<file path="src/rtl/bfu_pkg.sv">
package bfu_pkg;
  typedef enum logic [1:0] {
    BF_INSERT     = 2'd0,
    BF_XTR_RSHREG = 2'd1,
    BF_XTR_LSHREG = 2'd2,
    BF_RSVD       = 2'd3
  } bf_mode_e;
endpackage

</file>
<file path="src/rtl/bfu_mask_gen.sv">
module bfu_mask_gen #(
  parameter int DATA_W = 32,
  parameter int POS_W  = $clog2(DATA_W)
) (
  input  logic [POS_W-1:0]  len,
  output logic [DATA_W-1:0] mask
);
  localparam logic [DATA_W-1:0] ONE = DATA_W'(1);
  // Lengths 0..DATA_W-1: length 0 yields an empty mask.
  assign mask = (ONE << len) - ONE;
endmodule

</file>
<file path="src/rtl/bfu_extract.sv">
module bfu_extract #(
  parameter int DATA_W = 32,
  parameter int POS_W  = $clog2(DATA_W)
) (
  input  logic [DATA_W-1:0] value,
  input  logic [POS_W-1:0]  rsh,
  input  logic [POS_W-1:0]  lsh,
  input  logic [DATA_W-1:0] mask,
  output logic [DATA_W-1:0] field
);
  logic [DATA_W-1:0] aligned;
  always_comb begin
    aligned = (value >> rsh) & mask;
    field   = aligned << lsh;
  end
endmodule

</file>
<file path="src/rtl/bfu_datapath.sv">
module bfu_datapath
  import bfu_pkg::*;
#(
  parameter int DATA_W         = 32,
  parameter int POS_W          = $clog2(DATA_W),
  parameter bit SHARED_EXTRACT = 1'b1
) (
  input  logic              clk,
  input  logic              rst_n,
  input  logic [1:0]        mode,
  input  logic [POS_W-1:0]  src,
  input  logic [POS_W-1:0]  len,
  input  logic [POS_W-1:0]  dst,
  input  logic [DATA_W-1:0] a,
  input  logic [DATA_W-1:0] b,
  output logic [DATA_W-1:0] res
);
  bf_mode_e          op;
  logic [POS_W-1:0]  a_amt;
  logic [DATA_W-1:0] mask;
  logic [DATA_W-1:0] fld_ins, fld_m1, fld_m2;
  logic [DATA_W-1:0] hole;

  assign op    = bf_mode_e'(mode);
  assign a_amt = a[POS_W-1:0];

  bfu_mask_gen #(.DATA_W(DATA_W), .POS_W(POS_W)) u_mask (
    .len  (len),
    .mask (mask)
  );

  generate
    if (SHARED_EXTRACT) begin : g_shared
      logic [POS_W-1:0]  rsh, lsh;
      logic [DATA_W-1:0] fld;
      always_comb begin
        rsh = (op == BF_XTR_RSHREG) ? a_amt : src;
        lsh = (op == BF_XTR_LSHREG) ? a_amt : dst;
      end
      bfu_extract #(.DATA_W(DATA_W), .POS_W(POS_W)) u_x (
        .value (b), .rsh (rsh), .lsh (lsh), .mask (mask), .field (fld)
      );
      assign fld_ins = fld;
      assign fld_m1  = fld;
      assign fld_m2  = fld;
    end else begin : g_parallel
      bfu_extract #(.DATA_W(DATA_W), .POS_W(POS_W)) u_ins (
        .value (b), .rsh (src), .lsh (dst), .mask (mask), .field (fld_ins)
      );
      bfu_extract #(.DATA_W(DATA_W), .POS_W(POS_W)) u_m1 (
        .value (b), .rsh (a_amt), .lsh (dst), .mask (mask), .field (fld_m1)
      );
      bfu_extract #(.DATA_W(DATA_W), .POS_W(POS_W)) u_m2 (
        .value (b), .rsh (src), .lsh (a_amt), .mask (mask), .field (fld_m2)
      );
    end
  endgenerate

  assign hole = mask << dst;

  always_comb begin
    unique case (op)
      BF_INSERT:     res = (a & ~hole) | fld_ins;
      BF_XTR_RSHREG: res = fld_m1;
      BF_XTR_LSHREG: res = fld_m2;
      default:       res = '0;
    endcase
  end


  rsvd_zero_chk: assert property (@(posedge clk) disable iff (!rst_n)
    (mode == 2'd3) |-> (res == '0));

  empty_ins_chk: assert property (@(posedge clk) disable iff (!rst_n)
    (mode == 2'd0 && len == '0) |-> (res == a));

  empty_xtr_chk: assert property (@(posedge clk) disable iff (!rst_n)
    ((mode == 2'd1 || mode == 2'd2) && len == '0) |-> (res == '0));

  field_pop_chk: assert property (@(posedge clk) disable iff (!rst_n)
    (mode == 2'd1 || mode == 2'd2) |-> ($countones(res) <= int'(len)));
endmodule

</file>
<file path="src/rtl/bfu_out_reg.sv">
module bfu_out_reg #(
  parameter int DATA_W = 32
) (
  input  logic              clk,
  input  logic              rst_n,
  input  logic              in_valid,
  output logic              in_ready,
  input  logic [DATA_W-1:0] in_data,
  output logic              out_valid,
  input  logic              out_ready,
  output logic [DATA_W-1:0] out_data
);
  logic take;

  assign in_ready = !out_valid || out_ready;
  assign take     = in_valid && in_ready;

  always_ff @(posedge clk) begin
    if (!rst_n) begin
      out_valid <= 1'b0;
      out_data  <= '0;
    end else if (take) begin
      out_valid <= 1'b1;
      out_data  <= in_data;
    end else if (out_ready) begin
      out_valid <= 1'b0;
    end
  end


  hold_chk: assert property (@(posedge clk) disable iff (!rst_n)
    (out_valid && !out_ready) |=> (out_valid && $stable(out_data)));

  accept_chk: assert property (@(posedge clk) disable iff (!rst_n)
    (in_valid && in_ready) |=> out_valid);

  drain_chk: assert property (@(posedge clk) disable iff (!rst_n)
    (out_valid && out_ready && !in_valid) |=> !out_valid);
endmodule

</file>
<file path="src/rtl/bitfield_unit.sv">
module bitfield_unit #(
  parameter int DATA_W         = 32,
  parameter bit SHARED_EXTRACT = 1'b1,
  localparam int POS_W         = $clog2(DATA_W)
) (
  input  logic              clk,
  input  logic              rst_n,
  input  logic              in_valid,
  output logic              in_ready,
  input  logic [1:0]        in_mode,
  input  logic [POS_W-1:0]  in_src_lsb,
  input  logic [POS_W-1:0]  in_fld_len,
  input  logic [POS_W-1:0]  in_dst_lsb,
  input  logic [DATA_W-1:0] in_opa,
  input  logic [DATA_W-1:0] in_opb,
  output logic              out_valid,
  input  logic              out_ready,
  output logic [DATA_W-1:0] out_result
);
  logic [DATA_W-1:0] comb_res;

  bfu_datapath #(
    .DATA_W(DATA_W), .POS_W(POS_W), .SHARED_EXTRACT(SHARED_EXTRACT)
  ) u_dp (
    .clk  (clk),
    .rst_n(rst_n),
    .mode (in_mode),
    .src  (in_src_lsb),
    .len  (in_fld_len),
    .dst  (in_dst_lsb),
    .a    (in_opa),
    .b    (in_opb),
    .res  (comb_res)
  );

  bfu_out_reg #(.DATA_W(DATA_W)) u_out (
    .clk      (clk),
    .rst_n    (rst_n),
    .in_valid (in_valid),
    .in_ready (in_ready),
    .in_data  (comb_res),
    .out_valid(out_valid),
    .out_ready(out_ready),
    .out_data (out_result)
  );
endmodule

</file>
<file path="config.mk">
export PLATFORM = sky130hd
export DESIGN_NAME = bitfield_unit
export DESIGN_NICKNAME = d
export VERILOG_FILES = /design/src/rtl/bfu_pkg.sv /design/src/rtl/bfu_mask_gen.sv /design/src/rtl/bfu_extract.sv /design/src/rtl/bfu_datapath.sv /design/src/rtl/bfu_out_reg.sv /design/src/rtl/bitfield_unit.sv
export SDC_FILE = /design/constraint.sdc
export NUM_CORES = 1
export LEC_CHECK = 0
export BUFFER_PORTS_ARGS = -buffer_cell sky130_fd_sc_hd__buf_2
export CORE_MARGIN = 10
export CORE_UTILIZATION = 50
export CTS_CLUSTER_SIZE = 24
export DETAILED_ROUTE_END_ITERATION = 7
export GPL_TIMING_DRIVEN = 1
export PLACE_DENSITY = 0.7
export SETUP_SLACK_MARGIN = 0.4
export SLEW_MARGIN = 10
export SYNTH_ARGS = -nofsm -noshare
export SYNTH_HDL_FRONTEND = slang
export SYNTH_HIERARCHICAL = 1
export SYNTH_SLANG_ARGS = --single-unit
export TNS_END_PERCENT = 10
</file>
<file path="constraint.sdc">
create_clock -name clk -period 4.45 [get_ports clk]
set_clock_uncertainty 0.2 [all_clocks]
set_input_delay 0.445 -clock clk [delete_from_list [all_inputs] [get_ports clk]]
set_output_delay 0.445 -clock clk [all_outputs]
set_load 0.1 [all_outputs]
</file>
# Yosys cells after proc, flatten, opt, wreduce, memory -nomap -nowiden
# Index checks and enable logic that the tools add are counted.
classes:
  n_bitwise: 4
  shifts: 4
  n_eq_ne: 2
  n_mux: 5
  add_sub_neg: 1
  reduce_logical: 6
op_table:
  columns: ["op", "n"]
  rows:
  - ["32-bit AND", 2]
  - ["32-bit case mux with 2 select lines", 1]
  - ["32-bit by 5-bit << shifter with 32-bit output", 2]
  - ["32-bit inverter", 1]
  - ["32-bit bitwise OR", 1]
  - ["1-bit by 5-bit << shifter with 32-bit output, first input constant", 1]
  - ["32-bit by 5-bit right shift with 32-bit output", 1]
  - ["32-bit by 1-bit subtractor with 32-bit output, second input constant", 1]
  - ["5-bit two-way mux", 2]
  - ["2-bit by 1-bit equality test with 1-bit output, second input constant", 1]
  - ["2-bit equality test, second input constant", 1]
  - ["2-bit logical NOT", 1]
  - ["1-bit two-way mux", 2]
  - ["2-bit nonzero test", 1]
  - ["2-bit OR reduction", 1]
  - ["1-bit logical AND", 1]
  - ["1-bit logical NOT", 1]
  - ["1-bit logical OR", 1]
word_totals:
  inputBits: 85
  regBits: 33
  elab_cells: 24

# Depth between registers and ports, before layout
logic_depth:
  word_depth: 7
  depth_mapped: 21
  depth_no_buf: 18

# By module
# The synthesis kept the hierarchy.
modules_own_cells:
  columns: ["mod", "cells_per_inst", "n_inst", "area_each_um2", "seq_area_each_um2"]
  rows:
  - ["bfu_extract", 669, 1, 4852.2, 0.0]
  - ["bfu_datapath", 294, 1, 2640.0, 0.0]
  - ["bfu_out_reg", 144, 1, 1357.6, 660.6]
  - ["bfu_mask_gen", 95, 1, 664.4, 0.0]

# Worst setup path after synthesis
# Ideal clock, no wire load.
synth_timing:
  path_kind: "input to register"
  from: "in in_mode[1]"
  to: "reg u_out.out_data[29]"
  stages: 17
  t_arrival_ps: 3656
  setup_ps: 120
  path_buffers: 2
  slack_ps: 473
  cell_sequence: "inv_1 > ha_1 > mux2_2 > buf_6 > buf_6 > mux4_2 > a32o_1 > a41o_1 > a221oi_2 > a31oi_1 > mux2_2 > a211oi_1 > nor4_1 > a222oi_1 > o21ai_0 > nand2_1 > mux2i_1"
synth_via:
  elab_chain_cells: 7
  elab_cells_between_ends: 11
  classes_between: "eq/ne (2); shift (2); mux (3); bitwise (2); reduce/logical (2)"
synth_lines:
  columns: ["element", "line_no", "text"]
  rows:
  - ["from (decl)", "bitfield_unit.sv:10", "input logic [1:0] in_mode,"]
  - ["2-bit by 1-bit equality test with 1-bit output *", "bfu_datapath.sv:37", "rsh = (op == BF_XTR_RSHREG) ? a_amt : src;"]
  - ["5-bit two-way mux *", "bfu_datapath.sv:37", null]
  - ["named net u_dp.g_shared.rsh[1]", "bfu_datapath.sv:34", "logic [POS_W-1:0] rsh, lsh;"]
  - ["32-bit by 5-bit right shift with 32-bit output *", "bfu_extract.sv:13", "aligned = (value >> rsh) & mask;"]
  - ["32-bit AND *", "bfu_extract.sv:13", null]
  - ["32-bit by 5-bit << shifter with 32-bit output *", "bfu_extract.sv:14", "field = aligned << lsh;"]
  - ["named net u_dp.fld_ins[29]", "bfu_datapath.sv:21", "logic [DATA_W-1:0] fld_ins, fld_m1, fld_m2;"]
  - ["32-bit bitwise OR", "bfu_datapath.sv:63", "BF_INSERT: res = (a & ~hole) | fld_ins;"]
  - ["32-bit case mux with 2 select lines *", "bfu_datapath.sv:62", "unique case (op)"]
  - ["named net comb_res[29]", "bitfield_unit.sv:20", "logic [DATA_W-1:0] comb_res;"]
  - ["to (signal assigned)", "bfu_out_reg.sv:24", "out_data <= in_data;"]
  - ["to (decl)", "bfu_out_reg.sv:11", "output logic [DATA_W-1:0] out_data"]
# Mark *: on every way through the listed nets, which the timed path passes. The rest lies on a longest branch.
# A chain may end at the register's enable or synchronous reset.

# Final worst setup path
layout_timing:
  from: "in in_mode[1]"
  to: "reg u_out.out_data[22]"
# The elaborated chain is that of the path after synthesis.

==> flow_summary.toml <==
[status]
status = "finished clean"

[finish]
antenna-diode-count = 0
drive_above_1_share = 0.386
multi_input_area_um2 = 8480
fill_cells = 1605
area_growth_pct = 28.0
post-route-util = 0.651
seq_area_um2 = 661
final_nets = 1534

[clocking]
cts_root_buf = "clkbuf_16"
cts_max_level = 2
cts_sinks = 33
cts_buffers = 5
clockBufferDepth = 2
cts_tree = "built"
cts_hold_buffers = 0
worstSkewPairLatency_ns = 0.28
clkSlewWorstSetupHoldPaths_ns = 0.05

[yosys]
netlist_area_um2 = 9510
syn_inst = 1202
async_flop_share = 0
yosys_warnings = 6
ys.flop_type = "dfxtp_1"
ys_ff_latch = 33
netlist.area_leader.share = 0.170
synth_nets = 1292
ys_types = 102
ys_top_cells_by_count = "nand2_1, mux2i_1, mux4_2"
yosys.cell_count.top_type = "nand2_1"
syn_area_per_cell_um2 = 7.92
yosysSeqAreaShare = 0.0694
synth_edf_count = 0
synth_area_leader_cell = "mux4_2"
yosys-top-cells-area = "mux4_2, mux2i_1, nand2_1, dfxtp_1, mux2_2"

[die]
die-area_um2 = 24900
dieHeight_um = 158
ios = 119
dieWidth_um = 158
start_util = 0.509
core_area_um2 = 18700
rows = 50

[timing]
tns_ns = 0
fin_crit_ns = 4.16
max_slew.worst_pin.slew_ns = 1.09
worst_slew_margin_rel = 0.276
rsz0062_at_grt = "true"
period_share = 0.935
holdWs_ns = 0.224
hold_viol_final = 0
finalSetupViolations = 0
clock.fmax_mhz = 240
slew_violations = 0

[min_path]
hp-class = "primary input to register"
hold_path_depth = 3
hold_path_startpoint = "in_valid"
min_to = "u_out/out_valid$_SDFFE_PN0P_"

[power]
netSwitchingPower_mw = 1.28
sw_frac_of_total = 0.485
seqPwrFrac = 0.122
powerDensity_nw_per_um2 = 216
p_int_mw = 1.36
comb_power_share = 0.751
p_clk_frac = 0.127
vdd_drop_max_uv = 132
finalPower_mw = 2.63
p_leak_nw = 5.05

[setup_path]
crit_path_end_kind = "register"
crit_path_start_kind = "primary input"
crit_arrival_ns = 4.11
crit_fanout = 9
r2r_slack_ns = 2.98
worst-endpoint-required_ns = 4.40
crit_type = "primary input to register"
ff2ff_path_depth = 3
r2r-start = "u_out/out_valid$_SDFFE_PN0P_"
reg2reg_to = "u_out/out_data[2]$_SDFFE_PN0P_"
cp-startpoint = "in_mode[1]"

[global_routing]
overflow = 0
antenna_found_initial = 0
grt_start_max_net_pins = 66
track_usage = 0.326
grt_pass1_vias = 11000
grt_pass1_wl_um = 64200

[routing]
drtAntennaViolNets = 0
detail_route.wl_per_cell_um = 25.3
wirelength_um = 42500
dr.pass1.iters = 7
drc_errors = 0
num_vias = 12000
viasPerCell = 7.15
drtIter0Drc = 1934

[place]
dp_hpwl_um = 33300
place_congestion = 1.08
io_buffers = 118

[run]
drv_cap = 0
[how the worst max path moves through the flow]
| stage | to | slack [ns] | cells after the start |
|---|---|---|---|
| floorplan | u_out/out_data[29]$_SDFFE_PN0P_ | 0.47 | 17 |
| global placement | u_out/out_data[30]$_SDFFE_PN0P_ | -0.34 | 20 |
| detailed placement | u_out/out_data[30]$_SDFFE_PN0P_ | -0.39 | 20 |
| CTS | u_out/out_data[29]$_SDFFE_PN0P_ | 0.37 | 17 |
| global route | u_out/out_data[27]$_SDFFE_PN0P_ | 0.17 | 20 |
| finish | u_out/out_data[22]$_SDFFE_PN0P_ | 0.29 | 19 |
[cells by family after synthesis]
logic type | synth area share
buffers and inverters | 0.0822
AOI/OAI and AO/OA | 0.265
adders and majority gates | 0.00658
DFF | 0.0694
and+or+nand+nor | 0.245
xor gates and xnor gates | 0.000921
muxes | 0.331
other | 0.000394
[power by group through the flow]
| stage | Combinational (mW) | Sequential, mW | Clock, mW |
|---|---|---|---|
| after floorplan | 0.999 | 0.447 | 0 |
| after global placement | 1.77 | 0.328 | 0 |
| after detailed placement | 1.78 | 0.328 | 0 |
| after CTS | 1.84 | 0.322 | 0.338 |
| after global routing | 2.06 | 0.324 | 0.348 |
| final | 1.98 | 0.322 | 0.334 |
[state kept, by name (all words and copies together), names as in the netlist]
signal	cells
u_out/out_data	32
u_out/out_valid	1
[placed cells by master (no fill, tap or decap), types with 23 or more instances in the layout]
master / instances
buf_4: 215
nand3_1: 35
buf_2: 117
nor3_1: 26
o21ai_0: 28
nor2_1: 55
dfxtp_1: 33
nand2_1: 201
mux2i_1: 100
a21oi_1: 34
mux4_2: 72
o211ai_1: 23
[metal layers]
layer,global-route usage,vias up,share of wire
met1,0.432,5600,0.39
met2,0.478,1027,0.42
li1,-,5192,-
met5,0,-,0
met3,0.0649,191,0.12
met4,0.202,0,0.072
[worst max-delay path: stages]
cell	delay, ns
buf_8	0.10
inv_4	0.05
ha_4	0.19
mux2_4	0.39
buf_6	0.17
buf_4	0.15
mux2i_1	0.30
a222oi_1	0.16
buf_4	0.17
a41o_1	0.28
a221oi_2	0.28
a31oi_1	0.10
mux2_4	0.33
mux2_2	0.28
a211o_1	0.36
nand2_1	0.08
o21ai_0	0.08
nand2_1	0.07
mux2i_1	0.09
[what timing repair did]
action / 4_1_cts / 5_1_grt
buffers inserted: 4 / 4
endpoints found under the setup margin: 26 / 26
cloned: 0 / 1
pin swaps: 11 / 28
gates resized for setup: 48 / 55
[stage by stage]
step / worst slack [ns] / area [um2] / std cells
finish: 0.289 / 12200 / 1679
global route: 0.165 / 12200 / 1679
CTS: 0.369 / 11900 / 1674
detailed placement: -0.387 / 11500 / 1662
global placement: -0.344 / 11500 / 1662
floorplan: 0.473 / 9510 / 1202
[area by class of cell]
| cell class | instances | area share |
|---|---|---|
| clock buffers | 8 | 0.0112 |
| multi-input cells | 1021 | 0.696 |
| inverters | 33 | 0.0111 |
| flip-flops and latches | 33 | 0.0542 |
| well taps | 234 | 0.0240 |
| repair buffers | 350 | 0.203 |
(Power assumes the default switching activity.)
